**src/rtl/sfs_pkg.sv**
```systemverilog
package sfs_pkg;
   typedef enum logic {
      FRM_NORMAL = 1'b0,
      FRM_SNAP   = 1'b1
   } frame_kind_e;
endpackage

```
**src/rtl/sfs_pin_qual.sv**
```systemverilog
module sfs_pin_qual #(
   parameter int SYNC_STAGES = 2,
   parameter int HOLD_CYCLES = 325000
) (
   input  logic clk,
   input  logic rst_n,
   input  logic pin_n,
   input  logic hold_en,
   output logic press
);
   localparam int CNT_W = $clog2(HOLD_CYCLES + 2);

   logic sq [SYNC_STAGES];
   logic [CNT_W-1:0] cnt;
   logic [CNT_W-1:0] thr;
   logic pin_low;

   always_ff @(posedge clk or negedge rst_n) begin
      if (!rst_n) sq[0] <= 1'b1;
      else        sq[0] <= pin_n;
   end

   for (genvar g = 1; g < SYNC_STAGES; g++) begin : g_sync
      always_ff @(posedge clk or negedge rst_n) begin
         if (!rst_n) sq[g] <= 1'b1;
         else        sq[g] <= sq[g-1];
      end
   end

   assign pin_low = ~sq[SYNC_STAGES-1];
   assign thr     = hold_en ? CNT_W'(HOLD_CYCLES) : '0;

   // counts low cycles, stops one past the threshold so a period fires once
   always_ff @(posedge clk or negedge rst_n) begin
      if (!rst_n)          cnt <= '0;
      else if (!pin_low)   cnt <= '0;
      else if (cnt <= thr) cnt <= cnt + CNT_W'(1);
   end

   assign press = pin_low && (cnt == thr);
endmodule

```
**src/rtl/sfs_status.sv**
```systemverilog
module sfs_status (
   input  logic clk,
   input  logic rst_n,
   input  logic press,
   input  logic rd,
   output logic flag
);
   always_ff @(posedge clk or negedge rst_n) begin
      if (!rst_n)     flag <= 1'b0;
      else if (press) flag <= 1'b1;
      else if (rd)    flag <= 1'b0;
   end
endmodule

```
**src/rtl/sfs_frame_ctl.sv**
```systemverilog
module sfs_frame_ctl
   import sfs_pkg::*;
#(
   parameter int VID_W = 3,
   parameter int SNP_W = 2
) (
   input  logic                   clk,
   input  logic                   rst_n,
   input  logic                   frame_done,
   input  logic                   snap_req,
   input  logic                   toggled,
   input  logic [VID_W+SNP_W-1:0] cfg,
   output logic [VID_W+SNP_W-1:0] type_q,
   output logic                   snap_q,
   output logic                   pending
);
   localparam int TYPE_W = VID_W + SNP_W;

   frame_kind_e       kind_q;
   frame_kind_e       kind_n;
   logic              accept;
   logic [TYPE_W-1:0] type_n;

   assign accept = snap_req && !pending && (kind_q != FRM_SNAP);
   assign kind_n = pending ? FRM_SNAP : FRM_NORMAL;

   always_comb begin
      if (!toggled)              type_n = cfg;
      else if (kind_n == FRM_SNAP) type_n = {cfg[TYPE_W-1:VID_W], {VID_W{1'b0}}};
      else                       type_n = {{SNP_W{1'b0}}, cfg[VID_W-1:0]};
   end

   always_ff @(posedge clk or negedge rst_n) begin
      if (!rst_n) begin
         kind_q  <= FRM_NORMAL;
         type_q  <= '0;
         pending <= 1'b0;
      end else begin
         pending <= accept | (pending & ~frame_done);
         if (frame_done) begin
            kind_q <= kind_n;
            type_q <= type_n;
         end
      end
   end

   assign snap_q = (kind_q == FRM_SNAP);
endmodule

```
**src/rtl/snap_frame_sequencer.sv**
```systemverilog
module snap_frame_sequencer #(
   parameter int VID_W          = 3,
   parameter int SNP_W          = 2,
   parameter int SYNC_STAGES    = 2,
   parameter int CLK_KHZ        = 125000,
   parameter int HOLD_TENTHS_MS = 26,
   localparam int TYPE_W        = VID_W + SNP_W
) (
   input  logic              clk,
   input  logic              rst_n,
   input  logic              snap_pin_n,
   input  logic              sw_snap_wr,
   input  logic              sw_snap_wdata,
   output logic              sw_snap_rdata,
   input  logic              toggle_mode,
   input  logic              hold_chk_en,
   input  logic [TYPE_W-1:0] cfg_type,
   input  logic              frame_done,
   input  logic              status_rd,
   output logic [TYPE_W-1:0] frame_type,
   output logic              frame_snap,
   output logic              btn_status
);
   localparam int HOLD_CYCLES = CLK_KHZ * HOLD_TENTHS_MS / 10;

   if (SYNC_STAGES < 2) begin : g_bad_sync
      $error("SYNC_STAGES must be at least 2");
   end
   if (HOLD_CYCLES < 1) begin : g_bad_hold
      $error("hold window must be at least one cycle");
   end
   if (VID_W < 1 || SNP_W < 1) begin : g_bad_width
      $error("type fields need at least one bit each");
   end

   logic pin_press;
   logic sw_req;
   logic pending;

   assign sw_req        = sw_snap_wr & sw_snap_wdata;
   assign sw_snap_rdata = 1'b0;

   sfs_pin_qual #(
      .SYNC_STAGES (SYNC_STAGES),
      .HOLD_CYCLES (HOLD_CYCLES)
   ) u_pin (
      .clk     (clk),
      .rst_n   (rst_n),
      .pin_n   (snap_pin_n),
      .hold_en (hold_chk_en),
      .press   (pin_press)
   );

   sfs_status u_stat (
      .clk   (clk),
      .rst_n (rst_n),
      .press (pin_press),
      .rd    (status_rd),
      .flag  (btn_status)
   );

   sfs_frame_ctl #(
      .VID_W (VID_W),
      .SNP_W (SNP_W)
   ) u_ctl (
      .clk        (clk),
      .rst_n      (rst_n),
      .frame_done (frame_done),
      .snap_req   (sw_req | pin_press),
      .toggled    (toggle_mode),
      .cfg        (cfg_type),
      .type_q     (frame_type),
      .snap_q     (frame_snap),
      .pending    (pending)
   );
endmodule

```
**config.mk**
```make
export PLATFORM = sky130hd
export DESIGN_NAME = snap_frame_sequencer
export DESIGN_NICKNAME = d
export VERILOG_FILES = /design/src/rtl/sfs_pkg.sv /design/src/rtl/sfs_pin_qual.sv /design/src/rtl/sfs_status.sv /design/src/rtl/sfs_frame_ctl.sv /design/src/rtl/snap_frame_sequencer.sv
export SDC_FILE = /design/constraint.sdc
export NUM_CORES = 1
export LEC_CHECK = 0
export CORE_MARGIN = 10
export CORE_UTILIZATION = 50
export CTS_BUF_LIST = sky130_fd_sc_hd__clkbuf_4
export DETAILED_ROUTE_END_ITERATION = 16
export PLACE_DENSITY_LB_ADDON = 0.2
export SYNTH_ARGS = -nofsm -noshare
export SYNTH_HDL_FRONTEND = slang
export SYNTH_HIERARCHICAL = 1
export SYNTH_SLANG_ARGS = --single-unit
export TNS_END_PERCENT = 30
```
**constraint.sdc**
```tcl
create_clock -name clk -period 2.95 [get_ports clk]
set_clock_uncertainty 0.15 [all_clocks]
set_input_delay 0.59 -clock clk [delete_from_list [all_inputs] [get_ports clk]]
set_output_delay 0.59 -clock clk [all_outputs]
set_load 0.1 [all_outputs]
```
==> run_results.csv, run 1 <==
group,metric,value,unit
run_status,status,"finished clean",
pwr,internal_power,0.655,mW
routing,highest_layer,"met4",
yosys,synthArstFlopShare,1.00,
cts,clock_sinks,29,
layout,ff_latch_area,728,µm²
setup_path,cp_slowest_stage_delay,0.55,ns
setup_path,cp.required,3.06,ns
pwr,p_leak,0.924,nW
layout,finalNetCount,231,
cts,htreeDepth,2,
pwr,p_clk_frac,0.342,
grt,grt_pass1_wl,6.41,mm
cts,cts_setup_buffers,0,
routing,met3WireLength,160,µm
sta,final.min_clock_period,2.89,ns
cts,clockBufferDepth,2,
min_path,min_path_type,"flop to flop",
layout,instances_no_fill,253,
pwr,vdd_ir_drop_max,0.000293,V
routing,vias,1409,
layout,area_growth,24.0,%
routing,drt_wl_total,3.79,mm
cts,cts_buffers,5,
routing,antenna_left,0,
pwr,power.density,437,nW/µm²
yosys,synth_top_area_frac,0.395,
pwr,total_power,0.926,mW
sta,max_slew.worst_pin.slew,0.513,ns
pwr,p_sw_frac,0.293,
setup_path,crit_path_cell_trace,"ha_4, nand4_1, or3_4, or4_4, a21boi_4, or4_1, a21oi_2",
sta,relSlewSlack,0.657,
setup_path,crit_start,"u_pin/cnt[14]$_DFFE_PN0P_",
floorplanning,die_area,6160,µm²
routing,routed-wl-met2,1.97,mm
setup_path,crit_fanout,7,
yosys,ys_seq_elements,29,
grt,grt_pass1_vias,1480,
grt,grt_antenna_before_repair,0,
place,numPortBuffers,20,
setup_path,crit_arrival,2.99,ns
cts,insertion_delay,0.33,ns
setup_path,cp-end-kind,"flop",
place,post_dp_cell_area,1960,µm²
sta,fin_crit_sh,0.978,
sta,fin_ws,0.0643,ns
setup_path,crit_type,"flop to flop",
yosys,yosysWarnings,6,
setup_path,critPathSlowestCell,"or4_1",
sta,report.final.slew_viol_count,0,
place,gp_congestion,0.823,
grt,grt.total_usage,0.127,
setup_path,r2r_start,"u_pin/cnt[14]$_DFFE_PN0P_",
routing,initialDrtViolationCount,68,
pwr,p_sw,0.271,mW
floorplanning,dieHeight,78.5,µm
setup_path,startpoint_type,"flop",
yosys,syn_area_per_cell,9.84,µm²
floorplanning,core-area,3310,µm²
floorplanning,fp.dieW,78.5,µm
yosys,yosys.cell_types.count,35,
setup_path,reg2reg_slack,0.06,ns
yosys,synth_nets,199,
floorplanning,initial_core_util,0.517,
yosys,seq_area_frac_synth,0.425,
yosys,yosys-top-cells-area,"dfrtp_1, ha_1, a21oi_1, dfstp_2, inv_1",
cts,cts_hold_buf,0,
layout,multi_input_area,942,µm²
yosys,yosys.area.top_type,"dfrtp_1",
yosys,synth-main-ff-cell,"dfrtp_1",
run,drv_cap,0,
layout,drive_gt1_frac,0.266,
place,hpwl,2.74,mm
layout,final_core_util,0.641,
yosys,syn_inst,174,
pwr,seqPwrFrac,0.467,
setup_path,rr_endpoint,"u_pin/cnt[13]$_DFFE_PN0P_",
place,pre_cts_slack,-0.611,ns
routing,routed_via_density,5.57,
routing,dr.pass1.iters,5,
floorplanning,ioPinCount,22,
grt,grt.overflow.total,0,
yosys,synth_edf_count,0,
place,dp_cells,244,
layout,antenna_cells,0,
routing,post-route-drc-count,0,
layout,final_area,2120,µm²
cts,root_buffer,"clkbuf_4",
setup_path,endpoint,"u_pin/cnt[13]$_DFFE_PN0P_",
cts,cts_tree,"done",
floorplanning,num_rows,21,
yosys,synth_area,1710,µm²
routing,met1_length,1.61,mm
setup_path,reg2reg_depth,7,
grt,grt_max_degree,30,
cts,clk_pin_slew,0.09,ns
layout,fillers,324,
sta,max_freq,347,MHz
sta,setup-violations-final,0,
pwr,combinationalPowerShare,0.191,
sta,hold_viol_final,0,
routing,routedWlPerCell,15.0,µm
[metrics by stage]
stage / TNS, ns / hold slack (ns)
2_1_floorplan: -0.192 / 0.144
3_3_place_gp: -7.16 / 0.196
3_5_place_dp: -8.83 / 0.197
4_1_cts: -0.00164 / 0.209
5_1_grt: -0.0441 / 0.217
6_report: 0 / 0.208
[cell usage after synthesis (all sizes together) (2+ instances only)]
cell type,n
dfrtp,27
inv,14
a21oi,13
nor2,12
ha,11
nand2,11
nand3,8
nand4,8
o21ai,7
or4,7
o31ai,6
or3,6
o22ai,5
buf,4
nor3,4
xor2,4
and3,3
clkbuf,3
mux2,3
nor2b,3
a211o,2
a21o,2
and2,2
dfstp,2
mux2i,2
[worst min path at each step]
stage                     cells past startpoint                 endpoint             startpoint
after floorplan                               0  u_ctl/pending$_DFF_PN0_                  rst_n
after global placement                        0    u_pin/sq[0]$_DFF_PN1_  u_pin/sq[1]$_DFF_PN1_
after detailed placement                      0    u_pin/sq[0]$_DFF_PN1_  u_pin/sq[1]$_DFF_PN1_
after CTS                                     0    u_pin/sq[0]$_DFF_PN1_  u_pin/sq[1]$_DFF_PN1_
after global routing                          0    u_pin/sq[0]$_DFF_PN1_  u_pin/sq[1]$_DFF_PN1_
final                                         0    u_pin/sq[0]$_DFF_PN1_  u_pin/sq[1]$_DFF_PN1_
[cells by family (layout without fill, tap and decap cells)]
| logic type | after synthesis | count (layout) | share of synthesized area |
|---|---|---|---|
| DFF | 29 | 29 | 0.425 |
| xor gates and xnor gates | 5 | 5 | 0.0256 |
| adders and majority gates | 11 | 11 | 0.0804 |
| and+or+nand+nor | 65 | 65 | 0.204 |
| AOI/OAI and AO/OA | 37 | 38 | 0.154 |
| other | 1 | 1 | 0.00219 |
| muxes | 5 | 5 | 0.0314 |
| buffers and inverters | 21 | 53 | 0.0768 |
[layer usage]
layer	vias up	global-route usage
li1	690	-
met5	-	0
met2	27	0.229
met3	8	0.0399
met1	684	0.131
met4	0	0.0556
[state kept, by name, summed over array words and instances, names as in the netlist]
| register | flops |
|---|---|
| u_ctl/pending | 1 |
| u_pin/cnt | 19 |
| u_ctl/snap_q | 1 |
| u_pin/sq | 2 |
| u_stat/flag | 1 |
| u_ctl/type_q | 5 |
[worst max-delay path, delay by kind of cell, from the launching register on]
| family | cells | cell delay [ns] |
|---|---|---|
| simple gates | 4 | 1.58 |
| flops | 1 | 0.47 |
| compound gates | 2 | 0.31 |
| fa+ha+maj | 1 | 0.30 |
[final cells by class]
type                            instances  share of cell area
Clock buffer                            6              0.0212
Clock inverter                          2              0.0159
Inverter                               14              0.0259
Multi-Input combinational cell        125               0.444
Sequential cell                        29               0.343
Tap cell                               46              0.0271
Timing Repair Buffer                   31               0.123
[cell usage in the layout (no fill, tap or decap), drive strengths merged, types with 7 or more instances in the layout]
cell	n
dfrtp	27
buf	18
inv	14
a21oi	13
clkdlybuf4s50	12
nor2	12
nand2	11
ha	11
nand4	8
nand3	8
o21ai	7
clkbuf	7
or4	7
[power by group through the flow]
stage / combinational [mW] / sequential, mW / clock (mW)
after floorplan: 0.0548 / 0.507 / 0
after global placement: 0.172 / 0.439 / 0
after detailed placement: 0.176 / 0.440 / 0
after CTS: 0.176 / 0.432 / 0.327
after global routing: 0.187 / 0.436 / 0.346
final: 0.177 / 0.433 / 0.317
[repair_timing]
item / 4_1_cts / 5_1_grt
cloned: 1 / 0
endpoints found under the setup margin: 15 / 11
endpoints found under the hold margin: 0 / 0
pin swaps: 4 / 1
resized for setup: 2 / 16
(Power assumes the default switching activity.)
==> run 2: changes to the inputs <==
--- a/config.mk
+++ b/config.mk
@@ -12,6 +12,5 @@
 export PLACE_DENSITY_LB_ADDON = 0.2
 export SYNTH_ARGS = -nofsm -noshare
 export SYNTH_HDL_FRONTEND = slang
-export SYNTH_HIERARCHICAL = 1
 export SYNTH_SLANG_ARGS = --single-unit
 export TNS_END_PERCENT = 30
==> run 2 against run 1 <==
  * Synthesized cell count grew 1.7%
  * Synthesized area shrank 3.1%
  * Power shrank 6.6%
  * Clock power shrank 23%
  * Non-clock buffer count grew 6
  * Largest cell class unchanged
==> run_results.csv, run 2 <==
group,metric,value,unit
sta,report.final.slew_viol_count,0,
setup_path,cpMostUsedCell,"buf_4",
routing,routedWlPerCell,15.8,µm
sta,max_freq,344,MHz
routing,vias,1515,
routing,drt_wl_total,4.13,mm
sta,final.min_clock_period,2.91,ns
floorplanning,num_rows,20,
layout,final_core_util,0.690,
place,numPortBuffers,20,
yosys,ys_seq_elements,29,
place,gp_congestion,0.874,
setup_path,cp_slowest_stage_delay,0.53,ns
floorplanning,core-area,3100,µm²
grt,grt_antenna_before_repair,0,
place,post_dp_cell_area,1980,µm²
grt,grt_pass1_vias,1504,
yosys,synth_top_area_frac,0.408,
pwr,p_sw_frac,0.326,
pwr,seqPwrFrac,0.502,
pwr,p_clk_frac,0.282,
routing,post-route-drc-count,0,
setup_path,critPathSlowestCell,"or4_4",
yosys,synth_area,1660,µm²
pwr,p_sw,0.282,mW
setup_path,cp_top_family,"compound AO/OA/AOI/OAI gates",
routing,antenna_left,0,
cts,cts_tree,"done",
setup_path,cp.required,3.07,ns
layout,ff_latch_area,728,µm²
sta,setup-violations-final,0,
setup_path,crit_path_cell_trace,"clkbuf_2, clkinvlp_4, buf_4, ha_2, a211o_1, a311o_1, nor4_4, buf_4, o21ai_2, or4_4, a21oi_2",
sta,fin_crit_sh,0.986,
layout,largest_reg_flops,19,
run,drv_cap,0,
cts,cts_hold_buf,0,
cts,htreeDepth,2,
cts,clock_sinks,29,
setup_path,cp_num_buf_inv,4,
cts,clk_pin_slew,0.10,ns
floorplanning,die_area,6020,µm²
routing,routed_via_density,5.80,
floorplanning,ioPinCount,22,
sta,relSlewSlack,0.576,
layout,final_area,2140,µm²
cts,insertion_delay,0.33,ns
setup_path,cp-end-kind,"flop",
floorplanning,initial_core_util,0.534,
yosys,ys_top_cells_by_count,"dfrtp_1, nor2_1, o21ai_0",
yosys,synth_edf_count,0,
yosys,yosysWarnings,0,
cts,cts_buffers,5,
routing,initialDrtViolationCount,162,
yosys,synth-main-ff-cell,"dfrtp_1",
floorplanning,fp.dieW,77.6,µm
yosys,yosys.area.top_type,"dfrtp_1",
yosys,yosys-top-cells-area,"dfrtp_1, ha_1, o21ai_0, a21oi_1, nor2_1",
layout,antenna_cells,0,
grt,grt.overflow.total,0,
sta,hold_viol_final,0,
setup_path,crit_type,"primary input to flop",
pwr,power.density,404,nW/µm²
setup_path,crit_arrival,3.03,ns
setup_path,crit_fanout,4,
pwr,p_leak,0.883,nW
layout,area_growth,29.2,%
setup_path,startpoint_type,"primary input",
yosys,yosysMostFrequentCell,"dfrtp_1",
yosys,syn_area_per_cell,9.37,µm²
run_status,status,"finished clean",
yosys,yosys.cell_types.count,43,
layout,mostFrequentLayoutCells,"dfrtp_1, buf_4, nor2_1",
grt,grt_pass1_wl,7.03,mm
layout,drive_gt1_frac,0.235,
floorplanning,dieHeight,77.6,µm
grt,grt_max_degree,30,
layout,final_common_cell,"dfrtp_1",
layout,fillers,262,
place,hpwl,2.98,mm
min_path,min_path_type,"flop to flop",
layout,reg_top3,"u_pin.cnt (19), u_ctl.type_q (5), u_pin.sq (2)",
layout,multi_input_area,941,µm²
sta,fin_setup_tns,0,ns
yosys,seq_area_frac_synth,0.439,
pwr,vdd_ir_drop_max,0.000284,V
grt,grt.total_usage,0.140,
layout,finalNetCount,241,
routing,dr.pass1.iters,5,
yosys,synth_nets,202,
cts,clockBufferDepth,2,
yosys,synthArstFlopShare,1.00,
pwr,internal_power,0.583,mW
cts,root_buffer,"clkbuf_4",
yosys,syn_inst,177,
pwr,combinationalPowerShare,0.217,
sta,max_slew.worst_pin.slew,0.631,ns
layout,top_register,"u_pin.cnt",
==> run 2: metrics by stage <==
step	power, mW	std cells	hold WS (ns)	setup slack, ns
floorplan	0.561	177	0.144	0.00621
global placement	0.619	246	0.201	-0.604
detailed placement	0.624	246	0.200	-0.686
CTS	0.872	258	0.204	0.00474
global route	0.910	261	0.202	-0.0466
finish	0.865	261	0.198	0.0405
==> run 2: final cells by class <==
cell class | instances | share of cell area
Clock buffer | 7 | 0.0245
Sequential cell | 29 | 0.340
Multi-Input combinational cell | 130 | 0.439
Tap cell | 44 | 0.0257
Timing Repair Buffer | 37 | 0.144
Clock inverter | 1 | 0.00175
Inverter | 13 | 0.0245
==> run 2: cells by family after synthesis <==
kind of cell | count (synthesis) | synth area share
buffers and inverters | 18 | 0.0438
XOR/XNOR | 6 | 0.0317
multiplexers | 3 | 0.0196
AO/OA/AOI/OAI | 46 | 0.171
adder cells (fa/ha/maj) | 11 | 0.0830
flip-flops | 29 | 0.439
AND/OR/NAND/NOR | 63 | 0.210
other | 1 | 0.00226
==> run 2: layer usage <==
layer	wire length, µm	track usage	part of all wire
met4	99	0.0511	0.024
met1	1720	0.162	0.42
met3	302	0.0495	0.073
met5	0	0	0
met2	2010	0.232	0.49
==> run 2: path summary, 6_finish.rpt <==
check | from | to | slack [ns] | depth (start not counted)
max | hold_chk_en | u_pin.cnt[17]$_DFFE_PN0P_ | 0.04 | 11
max in group asynchronous | rst_n | u_pin.sq[1]$_DFF_PN1_ | 1.83 | 2
min reg2reg | u_pin.sq[1]$_DFF_PN1_ | u_pin.sq[0]$_DFF_PN1_ | 0.20 | 0
min in group asynchronous | rst_n | u_pin.cnt[7]$_DFFE_PN0P_ | 0.49 | 2
min | u_pin.sq[1]$_DFF_PN1_ | u_pin.sq[0]$_DFF_PN1_ | 0.20 | 0
max reg2reg | u_pin.cnt[8]$_DFFE_PN0P_ | u_pin.cnt[17]$_DFFE_PN0P_ | 0.16 | 8
==> run 2: power groups by stage <==
stage                     sequential (mW)  clock (mW)  combinational (mW)
after CTS                           0.434       0.252               0.185
after global routing                0.438       0.270               0.202
after floorplan                     0.512           0              0.0497
after detailed placement            0.442           0               0.182
after global placement              0.441           0               0.178
final                               0.434       0.244               0.188
==> run 2: what timing repair did <==
item / in CTS / in global routing
setup buffers: 4 / 3
pin swaps: 2 / 8
endpoints found under the setup margin: 20 / 13
resized for setup: 2 / 12
==> run 3: changes to the inputs <==
--- a/config.mk
+++ b/config.mk
@@ -5,10 +5,12 @@
 export SDC_FILE = /design/constraint.sdc
 export NUM_CORES = 1
 export LEC_CHECK = 0
+export ABC_AREA = 1
 export CORE_MARGIN = 10
 export CORE_UTILIZATION = 50
 export CTS_BUF_LIST = sky130_fd_sc_hd__clkbuf_4
 export DETAILED_ROUTE_END_ITERATION = 16
+export HOLD_SLACK_MARGIN = 0.12
 export PLACE_DENSITY_LB_ADDON = 0.2
 export SYNTH_ARGS = -nofsm -noshare
 export SYNTH_HDL_FRONTEND = slang
==> run 3 against run 2 <==
  * Flip-flop and latch count is the same
  * Synthesized cell count grew 69%
  * Worst hold slack better by 0.015 ns
  * Via count is 27% higher
  * Sequential power hardly changed
  * Design area is 10% higher
  * Count of clock-buffer cells in the layout unchanged
  * Fmax rose by 10%
  * Largest cell class unchanged
==> run_results.csv, run 3 <==
group,metric,value,unit
layout,final_common_cell,"nand2_1",
cts,clock_sinks,29,
cts,post_cts_resized,0,
cts,cts_setup_buffers,0,
yosys,synth_area,2120,µm²
grt,grt-busiest-layer,"met2",
setup_path,critPathSlowestCell,"clkdlybuf4s50_1",
floorplanning,die_area,7250,µm²
routing,routed_via_density,5.19,
yosys,ys_seq_elements,29,
floorplanning,initial_core_util,0.523,
layout,top_register,"u_pin.cnt",
min_path,min_path_type,"flop to flop",
pwr,power.density,363,nW/µm²
routing,dr.pass1.iters,4,
setup_path,crit_fanout,19,
yosys,yosysWarnings,0,
setup_path,crit_type,"primary input to flop",
setup_path,cp-end-kind,"flop",
setup_path,crit_arrival,2.72,ns
floorplanning,fp.dieW,85.2,µm
grt,grt.overflow.total,0,
yosys,synth_top_area_frac,0.318,
grt,use_met2,0.213,
grt,met3_usage,0.0363,
yosys,synthArstFlopShare,1.00,
pwr,vdd_ir_drop_max,0.000271,V
floorplanning,dieHeight,85.2,µm
yosys,seq_area_frac_synth,0.343,
setup_path,startpoint_type,"primary input",
grt,grt_pass1_vias,1845,
cts,clk_pin_slew,0.10,ns
cts,insertion_delay,0.33,ns
routing,post-route-drc-count,0,
yosys,yosys-top-cells-area,"dfrtp_1, nand2_1, nor2_1, nand3_1, ha_1",
sta,rsz0062_at_grt,"false",
layout,multi_input_area,1200,µm²
sta,final.min_clock_period,2.64,ns
sta,report.final.slew_viol_count,0,
cts,htreeDepth,2,
grt,met1_usage,0.184,
sta,max_freq,379,MHz
grt,grt_antenna_before_repair,0,
layout,mostFrequentLayoutCells,"nand2_1, nor2_1, nand3_1",
routing,initialDrtViolationCount,87,
place,pre_cts_slack,0.00811,ns
routing,drt_wl_total,4.85,mm
yosys,syn_area_per_cell,7.10,µm²
routing,antenna_left,0,
yosys,synth_edf_count,0,
cts,clockBufferDepth,2,
place,hpwl,3.69,mm
layout,area_growth,11.4,%
yosys,synth-main-ff-cell,"dfrtp_1",
place,gp_congestion,0.946,
setup_path,reg2reg_depth,9,
min_path,min_path_cells,0,
layout,drive_gt1_frac,0.146,
setup_path,cp_num_buf_inv,2,
setup_path,cp.required,3.03,ns
run_status,status,"finished clean",
layout,fillers,398,
cts,root_buffer,"clkbuf_4",
yosys,synth_nets,324,
grt,grt_max_degree,30,
sta,fin_crit_sh,0.895,
layout,reg_top3,"u_pin.cnt (19), u_ctl.type_q (5), u_pin.sq (2)",
setup_path,cp.depth,11,
layout,ff_latch_area,728,µm²
layout,finalNetCount,345,
place,numPortBuffers,20,
routing,vias,1927,
floorplanning,num_rows,23,
grt,grt.total_usage,0.140,
sta,fin_ws,0.309,ns
setup_path,cp_top_family,"simple AND/OR/NAND/NOR gates",
cts,cts_hold_buf,0,
cts,cts_buffers,5,
floorplanning,ioPinCount,22,
layout,antenna_cells,0,
layout,largest_reg_flops,19,
sta,setup-violations-final,0,
cts,cts_tree,"done",
setup_path,crit_path_cell_trace,"clkdlybuf4s50_1, inv_1, ha_1, nand2_2, nor2_1, nand2_2, nor2_2, a21oi_4, nand2_4, nand2_1, nand2_1",
yosys,yosysMostFrequentCell,"nand2_1",
setup_path,cp_slowest_stage_delay,0.49,ns
grt,grt_pass1_wl,8.41,mm
pwr,p_leak,1.10,nW
floorplanning,core-area,4060,µm²
sta,fin_setup_tns,0,ns
yosys,yosys.cell_types.count,32,
yosys,yosys.area.top_type,"dfrtp_1",
yosys,syn_inst,299,
run,drv_cap,0,
yosys,ys_top_cells_by_count,"nand2_1, nor2_1, nand3_1",
sta,hold_viol_final,0,
routing,routedWlPerCell,13.1,µm
-- run 3: cell count changes in the layout (fill, tap and decap cells not counted), moves of 11 or more --
cell	before	now
buf_4	23	11
inv_1	12	26
nand2_1	9	96
nand3_1	9	28
nand3_2	0	11
nor2_1	15	39
-- run 3: path summary, 6_finish.rpt --
kind	start	end	slack [ns]
max	hold_chk_en	u_pin.cnt[6]$_DFFE_PN0P_	0.31
max in group asynchronous	rst_n	u_pin.sq[1]$_DFF_PN1_	1.85
min in group asynchronous	rst_n	u_pin.cnt[3]$_DFFE_PN0P_	0.48
min reg2reg	u_pin.sq[1]$_DFF_PN1_	u_pin.sq[0]$_DFF_PN1_	0.21
max reg2reg	u_pin.cnt[14]$_DFFE_PN0P_	u_pin.cnt[6]$_DFFE_PN0P_	0.76
min	u_pin.sq[1]$_DFF_PN1_	u_pin.sq[0]$_DFF_PN1_	0.21
-- run 3: per-layer routing --
metal / up-vias / routed length, µm
li1: 989 / -
met1: 864 / 2200
met2: 67 / 2280
met3: 7 / 301
met4: 0 / 69
met5: - / 0
-- run 3: logic make-up after synthesis --
logic type	after synthesis	share of synthesized area
AOI/OAI and AO/OA	21	0.0595
xor gates and xnor gates	4	0.0165
adders and majority gates	11	0.0648
buffers and inverters	38	0.0919
DFF	29	0.343
other	1	0.00177
and+or+nand+nor	195	0.423
-- run 3: final cells by class --
type                    instances  share of cell area
inverters                      28              0.0444
flip-flops and latches         29               0.308
clock buffers                   7              0.0222
multi-input cells             232               0.507
well taps                      50              0.0265
clock inverters                 1             0.00159
repair buffers                 24              0.0899
-- run 3: metrics by stage --
| stage | std cells | total power [mW] | cell area [µm²] | hold WS (ns) | util |
|---|---|---|---|---|---|
| floorplan | 299 | 0.566 | 2120 | 0.144 | - |
| global placement | 363 | 0.616 | 2310 | 0.196 | 0.569 |
| detailed placement | 363 | 0.618 | 2310 | 0.202 | 0.569 |
| CTS | 371 | 0.867 | 2360 | 0.214 | 0.583 |
| global route | 371 | 0.898 | 2360 | 0.222 | 0.583 |
| finish | 371 | 0.858 | 2360 | 0.213 | 0.583 |
-- run 3: power by group --
| part | internal, mW | switching [mW] |
|---|---|---|
| Combinational | 0.0483 | 0.128 |
| Clock | 0.110 | 0.140 |
| Sequential | 0.415 | 0.0174 |
| Total | 0.573 | 0.285 |
